`src/rtl/rom_seq_pkg.sv`:
```
package rom_seq_pkg;

  localparam logic [7:0] READ_CMD = 8'h03;

  typedef enum logic [3:0] {
    ST_IDLE,
    ST_EN_HI,
    ST_EN_LO,
    ST_OUT_SET,
    ST_OUT_HI,
    ST_OUT_LO,
    ST_IN_HI,
    ST_IN_LO,
    ST_PUSH,
    ST_DIS_LO,
    ST_DIS_HI
  } seq_state_e;

  typedef struct packed {
    logic acc_hi;
    logic acc_lo;
    logic sclk;
  } pin_ctl_t;

  // Pin image of the control register for each sequencer state.
  function automatic pin_ctl_t pins_for(seq_state_e s);
    pin_ctl_t p;
    case (s)
      ST_IDLE, ST_DIS_HI:   p = '{acc_hi: 1'b0, acc_lo: 1'b1, sclk: 1'b0};
      ST_EN_HI, ST_DIS_LO:  p = '{acc_hi: 1'b1, acc_lo: 1'b1, sclk: 1'b0};
      ST_OUT_HI, ST_IN_HI:  p = '{acc_hi: 1'b1, acc_lo: 1'b0, sclk: 1'b1};
      default:              p = '{acc_hi: 1'b1, acc_lo: 1'b0, sclk: 1'b0};
    endcase
    return p;
  endfunction

endpackage

```
`src/rtl/rom_step_timer.sv`:
```
module rom_step_timer #(
  parameter int DIV_W = 8
) (
  input  logic             clk,
  input  logic             rst_n,
  input  logic             restart,
  input  logic [DIV_W-1:0] div,
  output logic             tick
);
  logic [DIV_W-1:0] cnt_q;

  assign tick = (cnt_q >= div);

  always_ff @(posedge clk) begin
    if (!rst_n)       cnt_q <= '0;
    else if (restart) cnt_q <= '0;
    else if (!tick)   cnt_q <= cnt_q + 1'b1;
  end
endmodule

```
`src/rtl/rom_bit_shifter.sv`:
```
module rom_bit_shifter #(
  parameter int W = 8
) (
  input  logic         clk,
  input  logic         rst_n,
  input  logic         load,
  input  logic [W-1:0] load_val,
  input  logic         shift_en,
  input  logic         shift_bit,
  input  logic         bit_done,
  output logic [W-1:0] q,
  output logic         msb_next,
  output logic         last_bit
);
  localparam int BIT_W = $clog2(W);

  logic [W-1:0]     sh_q;
  logic [BIT_W-1:0] bit_q;

  assign q        = sh_q;
  assign last_bit = (bit_q == BIT_W'(W - 1));
  // Value the top bit will hold after this edge.
  assign msb_next = load ? load_val[W-1] : (shift_en ? sh_q[W-2] : sh_q[W-1]);

  always_ff @(posedge clk) begin
    if (!rst_n) begin
      sh_q  <= '0;
      bit_q <= '0;
    end else begin
      if (load)          sh_q <= load_val;
      else if (shift_en) sh_q <= {sh_q[W-2:0], shift_bit};
      if (load)          bit_q <= '0;
      else if (bit_done) bit_q <= bit_q + 1'b1;
    end
  end
endmodule

```
`src/rtl/serial_rom_reader.sv`:
```
module serial_rom_reader
  import rom_seq_pkg::*;
#(
  parameter int DIV_W  = 8,
  parameter int CNT_W  = 10,
  parameter int ADDR_W = 16
) (
  input  logic              clk,
  input  logic              rst_n,
  input  logic              req_valid,
  input  logic [ADDR_W-1:0] req_offset,
  input  logic [CNT_W-1:0]  req_count,
  input  logic [DIV_W-1:0]  div,
  output logic              busy,
  output logic              done,
  output logic              out_valid,
  input  logic              out_ready,
  output logic [7:0]        out_data,
  output logic              rom_clk,
  output logic              rom_dout,
  input  logic              rom_din,
  output logic              acc_hi,
  output logic              acc_lo
);
  localparam int ADDR_BYTES = ADDR_W / 8;
  localparam int HDR_W      = $clog2(ADDR_BYTES + 1);

  seq_state_e        state_q, state_d;
  pin_ctl_t          pins_q;
  logic              dout_q, done_q;
  logic [ADDR_W-1:0] off_q;
  logic [HDR_W-1:0]  hdr_left_q;
  logic [CNT_W-1:0]  rem_q;

  logic       tick;
  logic       sh_load, sh_shift, sh_bit, bit_done;
  logic [7:0] sh_val, sh_q;
  logic       msb_next, last_bit;
  logic       accept, hdr_next, pop, finish;

  rom_step_timer #(.DIV_W(DIV_W)) u_timer (
    .clk     (clk),
    .rst_n   (rst_n),
    .restart (state_d != state_q),
    .div     (div),
    .tick    (tick)
  );

  rom_bit_shifter #(.W(8)) u_shift (
    .clk       (clk),
    .rst_n     (rst_n),
    .load      (sh_load),
    .load_val  (sh_val),
    .shift_en  (sh_shift),
    .shift_bit (sh_bit),
    .bit_done  (bit_done),
    .q         (sh_q),
    .msb_next  (msb_next),
    .last_bit  (last_bit)
  );

  always_comb begin
    state_d  = state_q;
    sh_load  = 1'b0;
    sh_val   = READ_CMD;
    sh_shift = 1'b0;
    sh_bit   = 1'b0;
    bit_done = 1'b0;
    accept   = 1'b0;
    hdr_next = 1'b0;
    pop      = 1'b0;
    finish   = 1'b0;
    case (state_q)
      ST_IDLE: if (req_valid) begin
        accept  = 1'b1;
        sh_load = 1'b1;
        state_d = ST_EN_HI;
      end
      ST_EN_HI:   if (tick) state_d = ST_EN_LO;
      ST_EN_LO:   if (tick) state_d = ST_OUT_SET;
      ST_OUT_SET: if (tick) state_d = ST_OUT_HI;
      ST_OUT_HI:  if (tick) state_d = ST_OUT_LO;
      ST_OUT_LO: if (tick) begin
        bit_done = 1'b1;
        if (!last_bit) begin
          sh_shift = 1'b1;
          state_d  = ST_OUT_SET;
        end else if (hdr_left_q != '0) begin
          sh_load  = 1'b1;
          sh_val   = off_q[ADDR_W-1 -: 8];
          hdr_next = 1'b1;
          state_d  = ST_OUT_SET;
        end else if (rem_q == '0) begin
          state_d = ST_DIS_LO;
        end else begin
          state_d = ST_IN_HI;
        end
      end
      ST_IN_HI: if (tick) begin
        sh_shift = 1'b1;
        sh_bit   = rom_din;
        state_d  = ST_IN_LO;
      end
      ST_IN_LO: if (tick) begin
        bit_done = 1'b1;
        state_d  = last_bit ? ST_PUSH : ST_IN_HI;
      end
      ST_PUSH: if (out_ready) begin
        pop     = 1'b1;
        state_d = (rem_q == CNT_W'(1)) ? ST_DIS_LO : ST_IN_HI;
      end
      ST_DIS_LO: if (tick) state_d = ST_DIS_HI;
      ST_DIS_HI: if (tick) begin
        finish  = 1'b1;
        state_d = ST_IDLE;
      end
      default: state_d = ST_IDLE;
    endcase
  end

  always_ff @(posedge clk) begin
    if (!rst_n) begin
      state_q    <= ST_IDLE;
      pins_q     <= pins_for(ST_IDLE);
      dout_q     <= 1'b0;
      done_q     <= 1'b0;
      off_q      <= '0;
      hdr_left_q <= '0;
      rem_q      <= '0;
    end else begin
      state_q <= state_d;
      pins_q  <= pins_for(state_d);
      done_q  <= finish;
      if (state_d == ST_OUT_SET && state_q != ST_OUT_SET) dout_q <= msb_next;
      if (accept) begin
        off_q      <= req_offset;
        hdr_left_q <= HDR_W'(ADDR_BYTES);
        rem_q      <= req_count;
      end else begin
        if (hdr_next) begin
          off_q      <= off_q << 8;
          hdr_left_q <= hdr_left_q - 1'b1;
        end
        if (pop) rem_q <= rem_q - 1'b1;
      end
    end
  end

  assign busy      = (state_q != ST_IDLE);
  assign done      = done_q;
  assign out_valid = (state_q == ST_PUSH);
  assign out_data  = sh_q;
  assign rom_clk   = pins_q.sclk;
  assign rom_dout  = dout_q;
  assign acc_hi    = pins_q.acc_hi;
  assign acc_lo    = pins_q.acc_lo;
endmodule

```
`config.mk`:
```
export PLATFORM = sky130hd
export DESIGN_NAME = serial_rom_reader
export DESIGN_NICKNAME = d
export VERILOG_FILES = /design/src/rtl/rom_seq_pkg.sv /design/src/rtl/rom_step_timer.sv /design/src/rtl/rom_bit_shifter.sv /design/src/rtl/serial_rom_reader.sv
export SDC_FILE = /design/constraint.sdc
export NUM_CORES = 1
export LEC_CHECK = 0
export BUFFER_PORTS_ARGS = -buffer_cell sky130_fd_sc_hd__buf_4
export CELL_PAD_IN_SITES_DETAIL_PLACEMENT = 0
export CELL_PAD_IN_SITES_GLOBAL_PLACEMENT = 1
export CORE_AREA = 2 2 94 96
export DETAILED_ROUTE_END_ITERATION = 10
export DIE_AREA = 0 0 96 98
export GPL_TIMING_DRIVEN = 0
export PLACE_DENSITY_LB_ADDON = 0.1
export SLEW_MARGIN = 20
export SYNTH_ARGS = -nofsm -noshare
export SYNTH_HDL_FRONTEND = slang
export SYNTH_SLANG_ARGS = --single-unit
```
`constraint.sdc`:
```
create_clock -name clk -period 2.32 [get_ports clk]
set_input_delay 0.116 -clock clk [delete_from_list [all_inputs] [get_ports clk]]
set_output_delay 0.116 -clock clk [all_outputs]
set_load 0.05 [all_outputs]
```
==> results.tsv <==
metric	value	unit
synth-simple-area-share	27.17	%
cts_tree	built	
ctsHoldBuffers	0	
cts_buffers	5	
status	complete, but fails checks	
layout.nets	508	
antenna_cells	0	
multi_input_area	2088	sq um
syn_to_final_growth	36.92	%
cp-start-kind	flip-flop	
async_flop_share	0	%
crit_fanout	5	
io_buffer_count	53	
regArea	1131	sq um
powerDensity	600.0	nW/um^2
placed_area	3637	sq um
finalCritPeriodShare	104.8	%
hold_viol	0	
avgSynthCellArea	8.367	sq um
fmax	411.4	MHz
dieArea	9408	sq um
grt_pass1_wl	14120	microns
setup_viol	1	
grt_pass1_vias	2834	
rsz0062_at_grt	yes	
grt_overflow	0	
required	2.53	ns
ioPinCount	54	
fin_skew	0.009875	ns
root_buffer	clkbuf_8	
period_minus_slack	2.431	ns
synthMuxAreaShare	1.975	%
r2r_end	rom_dout	
finalPower	0.002550	W
vdd.ir_drop.worst	269.9	uV
drc_errors	0	
synth_edf_count	0	
drtIter0Drc	109	
hold_path.startpoint	req_offset[5]	
final_cell_area	4250	sq um
ys_seq_area_share	36.11	%
synth_compound_area_share	17.98	%
dp.final_hpwl	6085	microns
ff2ff_path_depth	9	
vias	2930	
synth_ff_type	dfxtp_1	
slew_headroom	56.49	%
worst-setup-path-type	reg2reg	
holdPathEnd	off_q[5]	
row_count	34	
worstSkewPairLatency	0.31	ns
tightestPinTransition	0.6526	ns
synth_area	3104	sq um
die_width	96	microns
drive_above_1_share	32.31	%
wl_per_cell	15.49	microns
hold_ws	0.03575	ns
viasPerCell	5.204	
yosys.cell_types.count	56	
synth_top_family_by_area	simple AND/OR/NAND/NOR gates	
setup_slack	-0.1105	ns
cts_sinks	56	
synthesis.nets	425	
synthAdderAreaFrac	6.046	%
drt-total-wl	8721	microns
r2r_slack	-0.11	ns
hold-path-cell-count	3	
antenna_found_initial	0	
path_clk_slew	0.10	ns
fillCellCount	848	
ant_nets	0	
track_usage	18.72	%
place_congestion	0.8236	
violations	negative setup slack	
worstSetupEndpointType	flip-flop	
p_leak	1.705	nW
yosys_warnings	0	
r2r_start	u_timer.cnt_q[7]	
ys_ff_latch	56	
coreArea	8466	sq um
clockBufferDepth	2	
max_cap_violations	0	
htreeDepth	2	
finalMaxSlewViolations	0	
hold_class	in2reg	
drt_pass1_iterations	4	
postSynthCellCount	371	
synth_xor_area_share	5.361	%
fp.dieH	98	microns
cp.arrival	2.64	ns
grt_max_degree	17	
start_util	36.67	%
sequential cells by signal, summed over array words and instances (netlist names):
register,count
rom_clk,1
u_shift.q,8
state_q,4
off_q,16
done,1
acc_hi,1
hdr_left_q,2
u_shift.bit_q,3
acc_lo,1
rem_q,10
rom_dout,1
u_timer.cnt_q,8
placed cells by master (no fill, tap or decap), types with 5 or more instances in the layout:
cell and instances:
mux2i_1 5, nor2_1 46, nand2_1 46, ha_1 10, ha_4 5, and2_1 5
inv_1 14, a211oi_1 9, clkbuf_8 5, xnor2_1 7, dfxtp_1 50, a311oi_1 13
nor3_1 6, a21oi_1 15, nand4_1 6, xor2_1 11, buf_4 75, clkbuf_1 9
nand3_1 18, dfxtp_2 5, buf_6 5
per-stage QoR:
step                      TNS (ns)  util (%)  setup WS (ns)  instances
after floorplan                  0         -        0.01010        371
after global placement      -5.176     42.96        -0.3138        532
after detailed placement    -6.249     42.96        -0.3706        532
after CTS                 -0.03216     47.56       -0.03216        552
after global routing       -0.6402     50.21        -0.1695        563
final                      -0.1105     50.21        -0.1105        563
synth_stat cells, drive strengths merged (4+ instances only):
library cell,n,share of area (%)
xnor2,8,2.3
a21o,4,0.97
nor4,4,1.5
nand2,46,5.6
a221oi,4,1.5
nor2b,4,0.81
inv,15,1.8
o21ai,6,1.1
and2,5,1.0
mux2i,5,1.6
a311oi,13,3.7
ha,15,6.0
nor2,49,6.0
dfxtp,56,36
o211ai,4,0.97
buf,10,2.0
clkbuf,13,1.6
nand4,6,1.2
nand3,22,3.5
and3,4,0.81
a211oi,10,2.6
a21oi,16,2.6
xor2,11,3.1
nor3,8,1.7
nand2b,5,1.0
power by group:
| part | switching (W) | internal [W] | total (W) |
|---|---|---|---|
| sequential | 0.0000751 | 0.00105 | 0.00112 |
| combinational | 0.000458 | 0.000320 | 0.000778 |
| clock | 0.000327 | 0.000321 | 0.000649 |
| total | 0.000860 | 0.00169 | 0.00255 |
logic make-up after synthesis:
group,after synthesis
AOI/OAI and AO/OA,71
xor gates and xnor gates,19
adders and majority gates,15
buffers and inverters,38
DFF,56
muxes,6
and+or+nand+nor,166
layer usage:
layer  track usage, %  routed length, microns  part of all wire [%]  vias to the layer above
li1                 -                       -                     -                     1486
met1            26.63                    4282                    49                     1374
met2            29.54                    4021                    46                       59
met3            2.855                     325                   3.7                       11
met4            4.505                      92                   1.1                        0
met5                0                       0                     0                        -
area by class of cell:
class                           count  area share [%]
Clock inverter                      2          0.8243
Inverter                           15           1.325
Timing Repair Buffer               77           13.92
Buffer                             22           3.297
Tap cell                          108           3.179
Multi-Input combinational cell    277           49.13
Clock buffer                        6           1.707
Sequential cell                    56           26.61
repair_timing:
item | 4_1_cts | 5_1_grt
gates cloned | 1 | 1
pin swaps | 14 | 28
resized for setup | 37 | 27
buffers inserted | 11 | 12
endpoints found under the setup margin | 39 | 48
how the worst max path moves through the flow:
stage	from	to	slack, ns	cells after the start
2_1_floorplan	state_q[1]	rom_dout	0.01	8
3_3_place_gp	u_timer.cnt_q[5]	rom_dout	-0.31	9
3_5_place_dp	u_timer.cnt_q[5]	rom_dout	-0.37	9
4_1_cts	u_timer.cnt_q[6]	rom_dout	-0.03	9
5_1_grt	u_timer.cnt_q[7]	rom_dout	-0.17	9
6_report	u_timer.cnt_q[7]	rom_dout	-0.11	9
worst max-delay path: stages, from the launching register on:
cell and delay [ns]:
dfxtp_2 0.35, ha_4 0.23, and3_4 0.18, a221oi_4 0.28, o21a_1 0.22, buf_6 0.15
o22ai_4 0.09, nor4b_4 0.31, nand4b_1 0.19, mux2_4 0.32
Power figures use the tool's default switching activity.
